==> config.mk <==
export PLATFORM = sky130hd
export DESIGN_NAME = irq_status_ctrl
export DESIGN_NICKNAME = d
export VERILOG_FILES = /design/src/rtl/irqsc_pkg.sv /design/src/rtl/irqsc_sync.sv /design/src/rtl/irqsc_flags.sv /design/src/rtl/irqsc_req.sv /design/src/rtl/irq_status_ctrl.sv
export SDC_FILE = /design/constraint.sdc
export NUM_CORES = 1
export LEC_CHECK = 0
export ABC_AREA = 1
export BUFFER_PORTS_ARGS = -buffer_cell sky130_fd_sc_hd__clkbuf_2
export CAP_MARGIN = 15
export CORE_AREA = 2 2 46 65
export DETAILED_ROUTE_END_ITERATION = 10
export DIE_AREA = 0 0 48 67
export PLACE_DENSITY = 0.86
export SYNTH_ARGS = -nofsm -noshare
export SYNTH_HDL_FRONTEND = slang
export SYNTH_SLANG_ARGS = --single-unit
export TNS_END_PERCENT = 5
==> constraint.sdc <==
create_clock -name clk_i -period 1.1 [get_ports clk_i]
set_clock_uncertainty 0.1 [all_clocks]
set_input_delay 0 -clock clk_i [delete_from_list [all_inputs] [get_ports clk_i]]
set_output_delay 0 -clock clk_i [all_outputs]
set_load 0.02 [all_outputs]
==> src/rtl/irqsc_pkg.sv <==
package irqsc_pkg;
  localparam int unsigned WORD_W = 16;

  // status/control bit positions
  localparam int unsigned B_TRIG   = 0;
  localparam int unsigned B_TIMER  = 1;
  localparam int unsigned B_XFER   = 2;
  localparam int unsigned B_ID_LO  = 3;
  localparam int unsigned B_RST    = 5;
  localparam int unsigned B_DMA    = 6;
  localparam int unsigned B_GIE    = 7;
  localparam int unsigned B_INST   = 8;
  localparam int unsigned B_STRAP  = 9;
  localparam int unsigned B_TRIG0  = 11;
  localparam int unsigned B_BTN    = 13;

  // flag vector layout
  localparam int unsigned F_TRIG  = 0;
  localparam int unsigned F_TIMER = 1;
  localparam int unsigned F_XFER  = 2;
  localparam int unsigned F_T0    = 3;
  localparam int unsigned N_FLAGS = 5;
endpackage

==> src/rtl/irqsc_sync.sv <==
module irqsc_sync #(
  parameter int unsigned N      = 4,
  parameter int unsigned STAGES = 2
) (
  input  logic         clk_i,
  input  logic         rst_ni,
  input  logic [N-1:0] d_i,
  output logic [N-1:0] rise_o
);
  localparam int unsigned LAST = STAGES - 1;

  for (genvar g = 0; g < N; g++) begin : g_bit
    logic [STAGES-1:0] chain_q;
    logic              prev_q;
    always_ff @(posedge clk_i or negedge rst_ni) begin
      if (!rst_ni) begin
        chain_q <= '0;
        prev_q  <= 1'b0;
      end else begin
        chain_q <= {chain_q[STAGES-2:0], d_i[g]};
        prev_q  <= chain_q[LAST];
      end
    end
    assign rise_o[g] = chain_q[LAST] & ~prev_q;

    p_single_pulse_r3: assert property (@(posedge clk_i) disable iff (!rst_ni)
      rise_o[g] |=> !rise_o[g]);
  end
endmodule

==> src/rtl/irqsc_flags.sv <==
module irqsc_flags #(
  parameter int unsigned NF = 5
) (
  input  logic          clk_i,
  input  logic          rst_ni,
  input  logic          clr_all_i,
  input  logic          rd_clr_i,
  input  logic [NF-1:0] set_i,
  output logic [NF-1:0] flags_o
);
  logic [NF-1:0] flags_q;

  // set after clear: a same-cycle edge survives a read
  always_ff @(posedge clk_i or negedge rst_ni) begin
    if (!rst_ni)        flags_q <= '0;
    else if (clr_all_i) flags_q <= '0;
    else                flags_q <= (rd_clr_i ? '0 : flags_q) | set_i;
  end
  assign flags_o = flags_q;

  p_edge_kept_r5: assert property (@(posedge clk_i) disable iff (!rst_ni)
    (|set_i && !clr_all_i) |=> ((flags_o & $past(set_i)) == $past(set_i)));
  p_read_clears_r4: assert property (@(posedge clk_i) disable iff (!rst_ni)
    (rd_clr_i && set_i == '0) |=> (flags_o == '0));
endmodule

==> src/rtl/irqsc_req.sv <==
module irqsc_req #(
  parameter int unsigned SEL_W = 4
) (
  input  logic             clk_i,
  input  logic             rst_ni,
  input  logic             clr_all_i,
  input  logic             cond_i,
  input  logic             poll_i,
  input  logic             poll_grp_i,
  input  logic [SEL_W-1:0] sel_i,
  output logic             irq_lo_o,
  output logic             irq_hi_o,
  output logic [(1<<(SEL_W-1))-1:0] resp_o
);
  localparam int unsigned GRP_N = 1 << (SEL_W - 1);

  logic pend_q, cond_q, active, hit;

  assign active = pend_q & cond_i;
  assign hit    = poll_i & active & (poll_grp_i == sel_i[SEL_W-1]);

  always_ff @(posedge clk_i or negedge rst_ni) begin
    if (!rst_ni) begin
      pend_q <= 1'b0;
      cond_q <= 1'b0;
    end else if (clr_all_i) begin
      pend_q <= 1'b0;
      cond_q <= 1'b0;
    end else begin
      cond_q <= cond_i;
      if (!cond_i || hit)       pend_q <= 1'b0;
      else if (cond_i && !cond_q) pend_q <= 1'b1;
    end
  end

  assign irq_lo_o = active & ~sel_i[SEL_W-1];
  assign irq_hi_o = active &  sel_i[SEL_W-1];

  always_comb begin
    resp_o = '0;
    if (hit) resp_o[sel_i[SEL_W-2:0]] = 1'b1;
  end

  p_lines_excl_r7: assert property (@(posedge clk_i) disable iff (!rst_ni)
    !(irq_lo_o && irq_hi_o));
  p_irq_needs_cond_r7: assert property (@(posedge clk_i) disable iff (!rst_ni)
    (irq_lo_o || irq_hi_o) |-> cond_i);
  p_poll_drops_r8: assert property (@(posedge clk_i) disable iff (!rst_ni)
    hit |=> !(irq_lo_o || irq_hi_o));
  p_resp_onehot_r8: assert property (@(posedge clk_i) disable iff (!rst_ni)
    $onehot0(resp_o) && (GRP_N > 0));
endmodule

==> src/rtl/irq_status_ctrl.sv <==
module irq_status_ctrl
  import irqsc_pkg::*;
#(
  parameter logic [2:0]  ID_CODE     = 3'b101,
  parameter int unsigned SYNC_STAGES = 2
) (
  input  logic        clk_i,
  input  logic        rst_ni,
  input  logic        bus_init_i,
  input  logic        wr_ctrl_i,
  input  logic [15:0] wdata_i,
  input  logic        rd_stat_i,
  output logic [15:0] stat_o,
  input  logic [1:0]  trig_i,
  input  logic        timer_evt_i,
  input  logic        xfer_evt_i,
  input  logic [1:0]  btn_i,
  input  logic [1:0]  strap_i,
  input  logic [3:0]  sel_i,
  input  logic        poll_i,
  input  logic        poll_grp_i,
  output logic        irq_lo_o,
  output logic        irq_hi_o,
  output logic [7:0]  poll_resp_o
);
  localparam int unsigned N_EVT = 4;

  logic [WORD_W-1:0]  ctrl_q;
  logic               soft_rst;
  logic [N_EVT-1:0]   rise;
  logic [N_FLAGS-1:0] set_v, flags;
  logic               cond;

  assign soft_rst = bus_init_i | (wr_ctrl_i & wdata_i[B_RST]);

  always_ff @(posedge clk_i or negedge rst_ni) begin
    if (!rst_ni)        ctrl_q <= '0;
    else if (soft_rst)  ctrl_q <= '0;
    else if (wr_ctrl_i) ctrl_q <= wdata_i;
  end

  irqsc_sync #(.N(N_EVT), .STAGES(SYNC_STAGES)) u_sync (
    .clk_i, .rst_ni,
    .d_i   ({xfer_evt_i, timer_evt_i, trig_i}),
    .rise_o(rise)
  );

  always_comb begin
    set_v            = '0;
    set_v[F_TRIG]    = rise[0] | rise[1];
    set_v[F_TIMER]   = rise[2];
    set_v[F_XFER]    = rise[3];
    set_v[F_T0]      = rise[0];
    set_v[F_T0+1]    = rise[1];
  end

  irqsc_flags #(.NF(N_FLAGS)) u_flags (
    .clk_i, .rst_ni,
    .clr_all_i(soft_rst),
    .rd_clr_i (rd_stat_i),
    .set_i    (set_v),
    .flags_o  (flags)
  );

  assign cond = |(flags[F_XFER:F_TRIG] & ctrl_q[B_XFER:B_TRIG]) & ctrl_q[B_GIE];

  irqsc_req #(.SEL_W(4)) u_req (
    .clk_i, .rst_ni,
    .clr_all_i (soft_rst),
    .cond_i    (cond),
    .poll_i,
    .poll_grp_i,
    .sel_i,
    .irq_lo_o,
    .irq_hi_o,
    .resp_o    (poll_resp_o)
  );

  always_comb begin
    stat_o                      = '0;
    stat_o[B_XFER:B_TRIG]       = flags[F_XFER:F_TRIG];
    stat_o[B_ID_LO+2:B_ID_LO]   = ID_CODE;
    stat_o[B_DMA]               = ctrl_q[B_DMA];
    stat_o[B_GIE]               = ctrl_q[B_GIE];
    stat_o[B_INST]              = 1'b1;
    stat_o[B_STRAP+1:B_STRAP]   = strap_i;
    stat_o[B_TRIG0+1:B_TRIG0]   = flags[F_T0+1:F_T0];
    stat_o[B_BTN+1:B_BTN]       = btn_i;
  end

  p_soft_reset_r9: assert property (@(posedge clk_i) disable iff (!rst_ni)
    soft_rst |=> (flags == '0 && !stat_o[B_GIE] && !stat_o[B_DMA]
                  && !irq_lo_o && !irq_hi_o));
  p_no_irq_wo_gie_r7: assert property (@(posedge clk_i) disable iff (!rst_ni)
    (irq_lo_o || irq_hi_o) |-> stat_o[B_GIE]);
endmodule

==> results.txt <==
----------------------------------------------------
[Logic synthesis]
  Predominant post-synthesis flop cell ... dfrtp_1
  Synth area leader ... dfrtp_1
  Syn Std Cell Area ... 1100 sq um
  Number of storage elements in the synthesis netlist ... 24
  Synth area leaders ... dfrtp_1, nand2_1, buf_4
  Number of standard cells after synthesis ... 115
  Dominant combinational cell family by area after synthesis ... simple AND/OR/NAND/NOR gates
  Fraction of synthesized cell area in xor and xnor cells ... 0
  Most used standard cells in the synthesized netlist ... nand2_1, dfrtp_1, inv_1
  Count of flip-flops with a built-in enable after synthesis ... 0
  Adder-Cell Fraction of Synth Area ... 0
  Compound-gate portion of the synthesized area ... 0.04892
  Synthesized area per cell ... 9.564 sq um
  Most numerous cell in the Yosys netlist ... nand2_1
  Sequential share of the synthesized area ... 0.5461
  Fraction of registers with async set/reset ... 1.000
  Share of synthesized area spent on multiplexers ... 0
  Number of synthesis warnings ... 0
  Synthesized-area fraction occupied by and/or/nand/nor cells ... 0.2651
  Number of unique standard cell types used by synthesis ... 16
  Top cell type's share of synthesized area ... 0.5461

[Floorplanning]
  Area of the core region ... 2615 sq um
  Floorplan row count ... 22
  I/O pin count ... 61
  Die boundary width ... 48 microns
  Die area ... 3216 sq um
  Vert. Die Dim ... 67 microns
  Effective utilization at floorplan ... 0.4206

[Routing]
  First-pass iteration count of the detailed router ... 4
  Routed len/inst ... 11.53 microns
  Vias per cell ... 4.529
  Detailed Route WL ... 2375 microns
  Post-route ant nets ... 0
  Detailed router's first-iteration violation count ... 20
  Via count ... 933
  DRC viols ... 0

[Timing]
  Hold WS ... 0.01220 ns
  Max Transition Viols Final ... 0
  RSZ-0062 raised after global routing ... true
  Min Tclk post-route ... 1.491 ns
  Worst-margin pin slew ... 0.5712 ns
  Final setup violation count ... 14
  FMAX ... 670.6 MHz
  Worst setup margin ... -0.3911 ns
  Count of endpoints failing hold in the final timing report ... 0
  Final critical-path share of the clock period ... 1.356
  Worst max-slew margin expressed relative to the limit ... 0.6192

[Setup path]
  Signal arrival time at the worst endpoint ... 1.39 ns
  Worst endpoint required time ... 1.00 ns
  Startpoint kind of the worst setup timing path ... register
  Type of element capturing the critical path ... primary output
  Worst Setup Path Type ... register to primary output
  Maximum net fanout on the critical path ... 11

[Clock network]
  Clock transition at the registers of the reported paths ... 0.13 ns
  Longest Clk Path Bufs ... 2
  Number of H-tree levels ... 1
  Clock sinks ... 24
  Clock root buffer ... clkbuf_4
  Total clock buffers created by CTS ... 3
  Post-CTS Setup Bufs ... 0
  Clock latency on the worst-skew pair ... 0.31 ns
  CTS tree ... done

[Placed design]
  Final weighted congestion in routability-driven placement ... 0.7022
  Quantity of I/O buffers inserted on ports ... 37
  Total cell area at the placement stage ... 1356 sq um
  Total half-perimeter wirelength after legalization and detailed placement ... 1690 microns

[Global route]
  Maximum number of pins on one net before global-route repair ... 25
  Via count of the first global-routing pass ... 893
  Aggregate global routing overflow ... 0
  Initial antenna violation count ... 0
  First-pass GRT wire length ... 3539 microns
  All-layer global routing usage ... 0.1545

[Finish]
  Layout cells sized above 1 ... 0.4000
  Antenna diode count ... 0
  Count of fill cells added during filler insertion ... 202
  Synth-to-Final Area Change ... 53.01%
  Final std cell area, no fill ... 1683 sq um
  Nets ... 206

[Power]
  Total power per unit cell area ... 1099 nW/um^2
  Cell leakage power ... 0.8784 nW
  Peak supply drop ... 1.054 mV
  Total Power ... 1.849 mW

[Run status]
  Failing checks ... setup timing
  Status ... complete, but fails checks

[Worst hold path]
  Hold Path Class ... input port to register

[Job]
  Max-cap check violation count ... 0

----------------------------------------------------
-- registers in the layout, indices dropped and copies added, names as in the netlist --
signal / cells
ctrl_q: 5
u_flags.flags_o: 5
u_req.cond_q: 1
u_req.pend_q: 1
u_sync.g_bit.chain_q: 8
u_sync.g_bit.prev_q: 4
-- cells by family (layout without fill, tap and decap cells) --
kind of cell           count (synthesis)  after routing
AOI/OAI and AO/OA                     10             10
and+or+nand+nor                       53             53
DFF                                   24             24
other                                  2              5
buffers and inverters                 26             78
-- per-stage QoR --
stage / setup TNS [ns] / instances / util / worst slack, ns
final: -3.860 / 206 / 0.6435 / -0.3911
after detailed placement: -0.4530 / 184 / 0.5187 / -0.05395
after CTS: -4.236 / 206 / 0.6354 / -0.4023
after global routing: -5.102 / 206 / 0.6435 / -0.5021
after floorplan: -0.3281 / 118 / - / -0.03520
after global placement: -0.05865 / 184 / 0.5187 / -0.009643
-- placed cells by master, fill, tap and decap left out, drive strengths merged --
master and instances:
nor2 5, nand3 12, dlygate4sd3 17, nand4 1
nor3 8, dfrtp 24, conb 5, clkbuf 38
inv 14, a21oi 10, nand2 27, buf 8
bufinv 1
-- power breakdown --
group / switching (mW) / internal, mW
Sequential: 0.0189 / 0.922
Combinational: 0.171 / 0.114
Clock: 0.256 / 0.368
-- metal layers --
layer | share of wire | routed length (microns) | GRT usage | vias to the layer above
li1 | - | - | - | 456
met1 | 0.38 | 898 | 0.1623 | 442
met2 | 0.57 | 1353 | 0.2867 | 33
met3 | 0.046 | 109 | 0.02981 | 2
met4 | 0.0055 | 13 | 0.05068 | 0
met5 | 0 | 0 | 0 | -
-- layout make-up --
| cell class | count | area (sq um) | area share |
|---|---|---|---|
| timing repair buffer | 60 | 499.2 | 0.2967 |
| tap | 36 | 45.04 | 0.02677 |
| clock buffer | 3 | 22.52 | 0.01338 |
| inverter | 14 | 52.55 | 0.03123 |
| sequential | 24 | 604.3 | 0.3591 |
| clock inverter | 1 | 30.03 | 0.01784 |
| multi-input combinational | 68 | 429.2 | 0.2550 |
-- final timing paths --
check                                            from  cells after the start                         end  slack, ns
max in group asynchronous                      rst_ni                      2          u_flags.flags_o[2]       0.40
min                                         wr_ctrl_i                      4                   ctrl_q[1]       0.01
min reg2reg                u_sync.g_bit[0].chain_q[0]                      0  u_sync.g_bit[0].chain_q[1]       0.27
max                                         ctrl_q[0]                      6              poll_resp_o[2]      -0.39
min in group asynchronous                      rst_ni                      2                   ctrl_q[1]       0.09
max reg2reg                        u_flags.flags_o[2]                      6                u_req.pend_q      -0.05
-- repair_timing --
action / in CTS / in global routing
hold buffers: 18 / 0
setup endpoints to repair: 15 / 25
hold endpoints to repair: 44 / 0
resized for setup: 17 / 11
cloned: 0 / 0
pin swaps: 0 / 1
-- critical path, stage by stage, from the launching register on --
cell      delay, ns
dfrtp_1        0.38
nand2_1        0.07
nand3_2        0.09
nand3_2        0.09
buf_12         0.17
nor3_4         0.12
clkbuf_8       0.17
No activity file was read; power rests on OpenSTA's default activity.
